`src/rtl/pix_pkg.sv`:
```
package pix_pkg;
  localparam int unsigned PIX_W_DEFAULT = 10;
  localparam int unsigned PIX_LAT_DEFAULT = 9;

  // Blank only when preblank is asked for and no clamp strobe claims the pixel.
  function automatic logic pix_blank_mark(input logic req, input logic ob, input logic dm);
    return req & ~ob & ~dm;
  endfunction
endpackage

```
`src/rtl/pix_capture.sv`:
```
module pix_capture #(
  parameter int unsigned WIDTH = pix_pkg::PIX_W_DEFAULT
) (
  input  logic             clk,
  input  logic             rst,
  input  logic [WIDTH-1:0] smp,
  input  logic             blank_req,
  input  logic             clamp_black,
  input  logic             clamp_dummy,
  output logic [WIDTH-1:0] cap_data,
  output logic             cap_blank
);
  always_ff @(posedge clk) begin
    if (rst) begin
      cap_data  <= '0;
      cap_blank <= 1'b0;
    end else begin
      cap_data  <= smp;
      cap_blank <= pix_pkg::pix_blank_mark(blank_req, clamp_black, clamp_dummy);
    end
  end

  p_ob_override_r3: assert property (@(posedge clk) disable iff (rst)
    clamp_black |=> !cap_blank);
  p_dm_override_r4: assert property (@(posedge clk) disable iff (rst)
    clamp_dummy |=> !cap_blank);
  p_no_req_r5: assert property (@(posedge clk) disable iff (rst)
    !blank_req |=> !cap_blank);
endmodule

```
`src/rtl/pix_delay.sv`:
```
module pix_delay #(
  parameter int unsigned WIDTH  = pix_pkg::PIX_W_DEFAULT,
  parameter int unsigned STAGES = pix_pkg::PIX_LAT_DEFAULT - 2
) (
  input  logic             clk,
  input  logic             rst,
  input  logic [WIDTH-1:0] in_data,
  input  logic             in_blank,
  output logic [WIDTH-1:0] out_data,
  output logic             out_blank
);
  if (STAGES == 0) begin : g_none
    assign out_data  = in_data;
    assign out_blank = in_blank;
  end else begin : g_line
    logic [WIDTH-1:0] d_q [STAGES];
    logic             b_q [STAGES];

    for (genvar s = 0; s < STAGES; s++) begin : g_st
      if (s == 0) begin : g_head
        always_ff @(posedge clk) begin
          if (rst) begin
            d_q[s] <= '0;
            b_q[s] <= 1'b0;
          end else begin
            d_q[s] <= in_data;
            b_q[s] <= in_blank;
          end
        end
      end else begin : g_body
        always_ff @(posedge clk) begin
          if (rst) begin
            d_q[s] <= '0;
            b_q[s] <= 1'b0;
          end else begin
            d_q[s] <= d_q[s-1];
            b_q[s] <= b_q[s-1];
          end
        end
      end
    end

    assign out_data  = d_q[STAGES-1];
    assign out_blank = b_q[STAGES-1];
  end
endmodule

```
`src/rtl/pix_out_reg.sv`:
```
module pix_out_reg #(
  parameter int unsigned WIDTH = pix_pkg::PIX_W_DEFAULT
) (
  input  logic             clk,
  input  logic             rst,
  input  logic [WIDTH-1:0] in_data,
  input  logic             in_blank,
  output logic [WIDTH-1:0] dout
);
  always_ff @(posedge clk) begin
    if (rst)           dout <= '0;
    else if (in_blank) dout <= '0;
    else               dout <= in_data;
  end

  p_blank_zero_r2: assert property (@(posedge clk) disable iff (rst)
    in_blank |=> (dout == '0));
  p_pass_r5: assert property (@(posedge clk) disable iff (rst)
    !in_blank |=> (dout == $past(in_data)));
endmodule

```
`src/rtl/pix_out_pipe.sv`:
```
module pix_out_pipe #(
  parameter int unsigned WIDTH   = pix_pkg::PIX_W_DEFAULT,
  parameter int unsigned LATENCY = pix_pkg::PIX_LAT_DEFAULT
) (
  input  logic             clk,
  input  logic             rst,
  input  logic [WIDTH-1:0] pix_in,
  input  logic             blank_req,
  input  logic             clamp_black,
  input  logic             clamp_dummy,
  output logic [WIDTH-1:0] pix_out
);
  localparam int unsigned MID = LATENCY - 2;
  localparam int unsigned CW  = $clog2(LATENCY + 1);

  logic [WIDTH-1:0] c_data, m_data;
  logic             c_blank, m_blank;

  pix_capture #(.WIDTH(WIDTH)) u_cap (
    .clk(clk), .rst(rst), .smp(pix_in), .blank_req(blank_req),
    .clamp_black(clamp_black), .clamp_dummy(clamp_dummy),
    .cap_data(c_data), .cap_blank(c_blank));

  pix_delay #(.WIDTH(WIDTH), .STAGES(MID)) u_dly (
    .clk(clk), .rst(rst), .in_data(c_data), .in_blank(c_blank),
    .out_data(m_data), .out_blank(m_blank));

  pix_out_reg #(.WIDTH(WIDTH)) u_out (
    .clk(clk), .rst(rst), .in_data(m_data), .in_blank(m_blank),
    .dout(pix_out));

  // Edges since reset, saturating; drives only the flush check below.
  logic [CW-1:0] fill_q;
  always_ff @(posedge clk) begin
    if (rst)                        fill_q <= '0;
    else if (fill_q != CW'(LATENCY)) fill_q <= fill_q + 1'b1;
  end

  p_flush_r7: assert property (@(posedge clk) disable iff (rst)
    (fill_q < CW'(LATENCY)) |-> (pix_out == '0));
endmodule

```
`config.mk`:
```
export PLATFORM = sky130hd
export DESIGN_NAME = pix_out_pipe
export DESIGN_NICKNAME = d
export VERILOG_FILES = /design/src/rtl/pix_pkg.sv /design/src/rtl/pix_capture.sv /design/src/rtl/pix_delay.sv /design/src/rtl/pix_out_reg.sv /design/src/rtl/pix_out_pipe.sv
export SDC_FILE = /design/constraint.sdc
export NUM_CORES = 1
export LEC_CHECK = 0
export BUFFER_PORTS_ARGS = -buffer_cell sky130_fd_sc_hd__buf_2
export CAP_MARGIN = 20
export CORE_MARGIN = 4
export CORE_UTILIZATION = 25
export CTS_CLUSTER_SIZE = 20
export DETAILED_ROUTE_END_ITERATION = 12
export GPL_TIMING_DRIVEN = 0
export PLACE_DENSITY = 0.42
export SYNTH_ARGS = -nofsm -noshare
export SYNTH_HDL_FRONTEND = slang
export SYNTH_HIERARCHICAL = 1
export SYNTH_SLANG_ARGS = --single-unit
```
`constraint.sdc`:
```
create_clock -name clk -period 2.1 [get_ports clk]
set_input_delay 0.315 -clock clk [delete_from_list [all_inputs] [get_ports clk]]
set_output_delay 0.315 -clock clk [all_outputs]
set_load 0.005 [all_outputs]
```
### Yosys cells after proc, flatten, opt, wreduce, memory -nomap -nowiden

Memories as Yosys holds them, arrays and structs flattened. A register that Yosys moved wholly into a read port is not among the register bits.
Index checks and enable logic that the tools add are counted.

* output and inout bits: 10
* register bits after elaboration: 11
* memories kept: 2
* word-level logic and storage cells: 40
* input bits: 15
* RAM bits: 77

* bitwise operators: 18
* muxes and demuxes: 17
* reductions and logical operators: 1

Memories
* u_dly.g_line.d_q: words 7, bits a word 10, read ports 7, clocked after memory_dff 1, wr ports 7, RTL line pix_delay.sv:16 `logic [WIDTH-1:0] d_q [STAGES];`
* u_dly.g_line.b_q: words 7, bits a word 1, read ports 7, clocked after memory_dff 0, wr ports 7, RTL line pix_delay.sv:17 `logic b_q [STAGES];`

Operator list (number)
* $mux 10: 7
* $or 1x1->1: 14
* $mux 1: 10
* $and 1x1->1: 2
* $not 1->1: 2
* $reduce_or 2->1: 1

### Depth between registers and ports, before layout

Gate-level depths: netlist of run 1.

* depth in word-level cells: 3
* gate-level depth with buffers: 3
* mapped depth without buffers: 1

### Modules after synthesis

The synthesis of run 1 kept the hierarchy.

Modules (own cells, without submodules)
* pix_delay: cells an instance 172, sequential area each 1541.5 um^2, area an instance 2159.6 um^2, instances 1
* pix_out_reg: cells an instance 22, sequential area each 200.2 um^2, area an instance 347.8 um^2, instances 1
* pix_capture: cells an instance 23, sequential area each 220.2 um^2, area an instance 317.8 um^2, instances 1

### Least setup slack after synthesis of run 1

OpenSTA, ideal clock, no wires.

* path kind: input to register
* start point: input rst
* end point: memory u_dly/g_line.d_q[0][10] (netlist bit)
* path slack: 1.359 ns
* arrival time: 0.676 ns
* required time: 2.035 ns
* path buffers: 2
* cell stages on the path: 3
* library setup time: 0.065 ns
* cells stage by stage: buf_4 -> buf_6 -> nor2b_1

RTL lines
* start: declaration: RTL line pix_out_pipe.sv:6 `input logic rst,`
* end: declaration: RTL line pix_delay.sv:16

### Worst setup path after layout of run 1

* start point: register u_out.dout[3], read port of u_dly.g_line.d_q
* end point: output pix_out[3]

RTL lines
* start: declaration: RTL line pix_out_reg.sv:8 `output logic [WIDTH-1:0] dout`
* end: declaration: RTL line pix_out_pipe.sv:11 `output logic [WIDTH-1:0] pix_out`

No word-level cell between the ends.

==> results of run 1 <==
-- flip-flops by register name, indices dropped and copies added, names as in the netlist --
register and count:
u_out/dout 10, u_dly/g_line.d_q 70, u_cap/cap_blank 1, u_cap/cap_data 10, u_dly/g_line.b_q 7
-- layout by cell type (no fill, tap or decap) --
master,instances
buf_2,28
buf_4,11
buf_6,6
clkbuf_1,2
clkbuf_16,9
clkbuf_8,1
clkinv_2,1
clkinvlp_4,3
dfxtp_1,98
nor2b_1,87
nor3b_2,10
nor4b_4,1
-- final cells by class --
cell class	count	share of cell area
timing repair buffer	24	0.03539
multi-input combinational	98	0.2042
tap	140	0.05160
buffer	21	0.05013
clock buffer	12	0.07261
clock inverter	4	0.008109
sequential	98	0.5780
-- worst max path at each step --
stage | startpoint | endpoint | slack (ps) | depth (start not counted)
global route | u_out/dout[2] | pix_out[2] | 1000 | 1
floorplan | rst | u_dly/g_line.d_q[0][10] | 1360 | 3
global placement | rst | u_dly/g_line.d_q[0][38] | 1030 | 4
detailed placement | rst | u_dly/g_line.d_q[0][30] | 1030 | 4
finish | u_out/dout[3] | pix_out[3] | 1040 | 1
CTS | u_out/dout[3] | pix_out[3] | 1020 | 1
-- through the flow --
stage,area (µm²),std cells
CTS,3395,397
detailed placement,3120,381
global route,3395,397
global placement,3120,381
finish,3395,397
floorplan,2825,217
-- worst register-to-register path, stage by stage (launching register included) --
cell     delay (ps)
dfxtp_1         310
buf_6           140
nor3b_2         180
-- logic make-up after synthesis --
kind of cell / count (synthesis) / synth area share
flops: 98 / 0.6944
simple gates: 98 / 0.2453
buf+inv: 21 / 0.06023
-- power groups by stage --
| stage | Combinational, mW | Sequential, mW | Clock [mW] |
|---|---|---|---|
| 5_1_grt | 0.0938 | 1.90 | 1.61 |
| 2_1_floorplan | 0.0585 | 1.94 | 0 |
| 6_report | 0.0821 | 1.89 | 1.46 |
| 3_3_place_gp | 0.0847 | 1.94 | 0 |
| 4_1_cts | 0.0855 | 1.89 | 1.53 |
| 3_5_place_dp | 0.0854 | 1.94 | 0 |
-- per-layer routing --
layer | vias up | global-route usage
met5 | - | 0
li1 | 719 | -
met2 | 31 | 0.08392
met3 | 7 | 0.03911
met4 | 0 | 0.02375
met1 | 497 | 0.04693
==> metrics.csv, run 1 <==
stage,metric,value,unit
worst_setup_path,r2r_slack,1400,ps
logic_synthesis,synthesis.area,2825,µm²
timing,tightest_slew,223.3,ps
power,comb_power_share,0.024,
timing,rsz0062_at_grt,false,
timing,hold_viol_final,0,
clocking,cts_buffers,9,
power,clkPwrFrac,0.425,
timing,worst_slack,1041,ps
detailed_routing,met2_length,1371,µm
worst_hold_path,hp-start,clamp_dummy,
clocking,clk_pin_slew,60,ps
logic_synthesis,synth_top_cell_by_area,dfxtp_1,
worst_setup_path,worst-path-buf-inv,1,
worst_hold_path,holdPathEnd,u_cap/cap_blank,
power,p_leak,1.384,nW
detailed_routing,dr.pass1.iters,3,
floorplan,die-height,114.3,µm
logic_synthesis,synthTopCellsByArea,"dfxtp_1, nor2b_1, nor3b_2, buf_4, buf_6",
clocking,cts_sinks,98,
logic_synthesis,ys_top_cells_by_count,"dfxtp_1, nor2b_1, buf_4",
layout,multi_input_comb_area,693.2,µm²
timing,fin_crit,1059,ps
logic_synthesis,async_flop_share,0,
place,dp_slack,1028,ps
timing,drv_slew,0,
timing,whs,168.1,ps
detailed_routing,wl_met1,1199,µm
worst_hold_path,holdPathStages,2,
logic_synthesis,synth_seq_cells,98,
detailed_routing,wl_per_cell,7.388,µm
place,dp_hpwl,1961,µm
timing,fmax,0.9441,GHz
global_routing,grt_usage,0.05123,
logic_synthesis,yosysMostFrequentCell,dfxtp_1,
detailed_routing,ant_nets,0,
worst_setup_path,startpoint_type,register,
timing,finalSetupTns,0,ps
power,power.switching,674.7,µW
clocking,clock_path_buffers,2,
run_status,status,"finished, final reports clean",
logic_synthesis,yosysSeqAreaShare,0.6944,
timing,slew_headroom,0.8512,
power,p_int,2.764,mW
layout,fin_nets,267,
logic_synthesis,synth-edff-count,0,
detailed_routing,num_vias,1254,
worst_setup_path,critPathKind,reg -> out,
worst_setup_path,reg2reg_depth,2,
layout,nFillCells,1111,
global_routing,antenna_found_initial,0,
logic_synthesis,ys_warn_count,6,
worst_setup_path,worstPathMaxFanout,1,
global_routing,grt_pass1_vias,1101,
global_routing,grt_remaining_overflow,0,
job,drv_cap,0,
worst_setup_path,path_cells,buf_2,
power,seqPwrFrac,0.551,
detailed_routing,top_layer_used,met4,
place,portBuffers,24,
clocking,postCtsHoldBufs,0,
clocking,cts_root_buf,clkbuf_16,
clocking,worstSkewPairLatency,330,ps
layout,ff_latch_area,1962,µm²
floorplan,design.core.area,10940,µm²
clocking,htree_levels,3,
power,powerDensity,1013,nW/µm²
layout,area_growth,20.15,%
place,gp_congestion,0.5982,
worst_setup_path,cp.required,1780,ps
worst_setup_path,crit_family,flip-flops,
logic_synthesis,ys.flop_type,dfxtp_1,
worst_hold_path,hold_path.class,in -> reg,
floorplan,die_w,114.3,µm
worst_setup_path,worst_setup_path_end_kind,output pin,
logic_synthesis,syn_inst,217,
layout,fin_util,0.3104,
global_routing,grt_max_degree,16,
floorplan,initial_core_util,0.2584,
detailed_routing,drtIter0Drc,16,
worst_setup_path,slowest_stage,dfxtp_1,
timing,timing.final.setup_violations,0,
worst_setup_path,critPathArrivalTime,740,ps
worst_setup_path,r2r_end,u_out/dout[2],
power,ir_drop,0.0004400,V
clocking,postCtsSetupBuffers,0,
worst_setup_path,rr_startpoint,u_dly/g_line.b_q[6],
timing,fin_skew,6.161,ps
power,total_power,3.439,mW
detailed_routing,vias_per_cell,3.159,
detailed_routing,met3WireLength,289,µm
floorplan,row_count,38,
clocking,cts_resized,0,
layout,layout-drive-gt1-share,0.2724,
worst_setup_path,cpPeakStageDelay,300,ps
clocking,cts_tree,built,
detailed_routing,drt_drc_violations_left,0,
logic_synthesis,syn_nets,232,
global_routing,grt_pass1_wl,4954,µm
floorplan,ios,25,
logic_synthesis,syn_avg_cell_area,13.02,µm²
layout,antenna_cells,0,
detailed_routing,drt-total-wl,2933,µm
power,sw_frac_of_total,0.1962,
logic_synthesis,yosys.area.top_type_share,0.6944,
floorplan,dieArea,13070,µm²
timing,post-route-period-util,0.5044,
logic_synthesis,yosysUniqueCellTypes,7,
Power figures use the tool's default switching activity.
==> run 2: changes to the inputs <==
Settings changed: PLACE_DENSITY 0.42 to 0.43.
Clock period 2.1 ns to 0.9 ns, I/O delays scaled along.
==> metrics.csv, run 2 (same netlist as run 1, synthesis figures left out) <==
stage,metric,value,unit
place,gp_congestion,0.5906,
worst_setup_path,r2r_slack,210,ps
worst_setup_path,worstPathMaxFanout,1,
timing,rsz0062_at_grt,true,
clocking,worstSkewPairLatency,330,ps
worst_hold_path,hold_path.class,in -> reg,
layout,layout-drive-gt1-share,0.2717,
global_routing,grt_pass1_wl,5354,µm
clocking,cts_sinks,98,
worst_setup_path,startpoint,u_out/dout[3],
clocking,cts_tree,built,
timing,finalSetupTns,0,ps
worst_setup_path,rr_startpoint,u_dly/g_line.b_q[6],
timing,fmax,1.133,GHz
clocking,cts_root_buf,clkbuf_16,
layout,top_register,u_dly/g_line.d_q,
floorplan,die_w,114.3,µm
floorplan,ios,25,
worst_setup_path,worst_setup_path_end_kind,output pin,
worst_setup_path,cpPeakStageDelay,310,ps
floorplan,dieArea,13070,µm²
place,portBuffers,24,
detailed_routing,num_vias,1314,
timing,slew_headroom,0.8506,
timing,hold_viol_final,0,
layout,largest_reg_flops,70,
global_routing,grt_remaining_overflow,0,
worst_setup_path,critPathArrivalTime,750,ps
worst_setup_path,worst-path-buf-inv,1,
job,drv_cap,0,
timing,fin_crit,882.5,ps
timing,fin_skew,6.455,ps
detailed_routing,drt-total-wl,3083,µm
place,dp_hpwl,1984,µm
timing,post-route-period-util,0.9806,
detailed_routing,drtIter0Drc,21,
worst_setup_path,critPathKind,reg -> out,
power,p_leak,1.435,nW
timing,whs,19.03,ps
layout,fin_util,0.3208,
timing,timing.final.setup_violations,0,
detailed_routing,drt_drc_violations_left,0,
clocking,htree_levels,3,
floorplan,die-height,114.3,µm
clocking,clk_pin_slew,60,ps
clocking,clock_path_buffers,2,
timing,tightest_slew,224.0,ps
detailed_routing,dr.pass1.iters,4,
global_routing,grt_pass1_vias,1151,
worst_hold_path,holdPathStages,2,
timing,drv_slew,0,
worst_setup_path,reg2reg_depth,2,
power,ir_drop,0.0009667,V
layout,multi_input_comb_area,693.2,µm²
clocking,postCtsSetupBuffers,0,
floorplan,design.core.area,10940,µm²
global_routing,grt_usage,0.05532,
floorplan,row_count,38,
place,dp_slack,9.159,ps
layout,largestRegisters,"u_dly/g_line.d_q x70, u_cap/cap_data x10, u_out/dout x10",
worst_setup_path,path_cells,buf_6,
power,powerDensity,2345,nW/µm²
detailed_routing,vias_per_cell,3.244,
worst_setup_path,slowest_stage,dfxtp_2,
worst_setup_path,cp.required,760,ps
floorplan,initial_core_util,0.2584,
layout,fin_nets,276,
global_routing,antenna_found_initial,0,
layout,ff_latch_area,1963,µm²
clocking,cts_buffers,9,
layout,area_growth,24.18,%
timing,worst_slack,17.46,ps
worst_setup_path,critical_path_depth,1,
worst_setup_path,crit_family,flip-flops,
layout,antenna_cells,0,
worst_setup_path,critPathCapture,pix_out[3],
worst_setup_path,r2r_end,u_out/dout[1],
detailed_routing,wl_per_cell,7.612,µm
global_routing,grt_max_degree,16,
layout,final_common_cell,dfxtp_1,
worst_setup_path,startpoint_type,register,
layout,layout_common_cells,"dfxtp_1, nor2b_1, buf_2, buf_4, nor3b_2",
detailed_routing,ant_nets,0,
layout,nFillCells,1120,
run_status,status,"finished, final reports clean",
==> run 2: cell types whose count changed in the layout (fill, tap and decap cells not counted), sizes merged <==
cell | previous run | this run
clkinvlp | 3 | 2
dlygate4sd3 | 0 | 9
==> run 2: power by group <==
group	total (mW)	switching [mW]	internal, mW
combinational	0.222	0.101	0.122
sequential	4.42	0.0113	4.41
clock	3.59	1.50	2.09
==> run 2: repair_timing <==
| item | CTS | global route |
|---|---|---|
| hold buffers | 9 | 0 |
| setup endpoints to repair | 2 | 10 |
| gates resized for setup | 0 | 2 |
| endpoints found under the hold margin | 8 | 0 |
==> run 2: per-layer routing <==
| layer | vias to the layer above | global-route usage | wire (µm) |
|---|---|---|---|
| met1 | 543 | 0.05446 | 1353 |
| met5 | - | 0 | 0 |
| met2 | 33 | 0.08743 | 1405 |
| met4 | 0 | 0.02613 | 53 |
| li1 | 734 | - | - |
| met3 | 4 | 0.04017 | 271 |
==> run 2: worst min path at each step <==
stage,startpoint,to,slack [ps]
finish,pix_in[6],u_cap/cap_data[6],20
global placement,clamp_black,u_cap/cap_blank,330
detailed placement,clamp_black,u_cap/cap_blank,330
global route,pix_in[5],u_cap/cap_data[5],9
CTS,pix_in[6],u_cap/cap_data[6],2
floorplan,clamp_black,u_cap/cap_blank,200
==> run 2: through the flow <==
step / cell area [µm²] / total power [mW] / cells
after floorplan: 2825 / 4.652 / 217
after global placement: 3120 / 4.715 / 381
after detailed placement: 3120 / 4.719 / 381
after CTS: 3501 / 8.392 / 405
after global routing: 3508 / 8.592 / 405
final: 3508 / 8.229 / 405
==> run 2: worst reg2reg max path, delay by kind of cell (launching register included) <==
family	cells	cell delay, ps
flops	1	310
simple gates	1	170
buf+inv	1	140
==> run 2: layout make-up <==
class / instances / share of cell area
tap: 140 / 0.04993
buffer: 21 / 0.04850
sequential: 98 / 0.5596
multi-input combinational: 98 / 0.1976
clock inverter: 3 / 0.006776
timing repair buffer: 33 / 0.06170
clock buffer: 12 / 0.07596
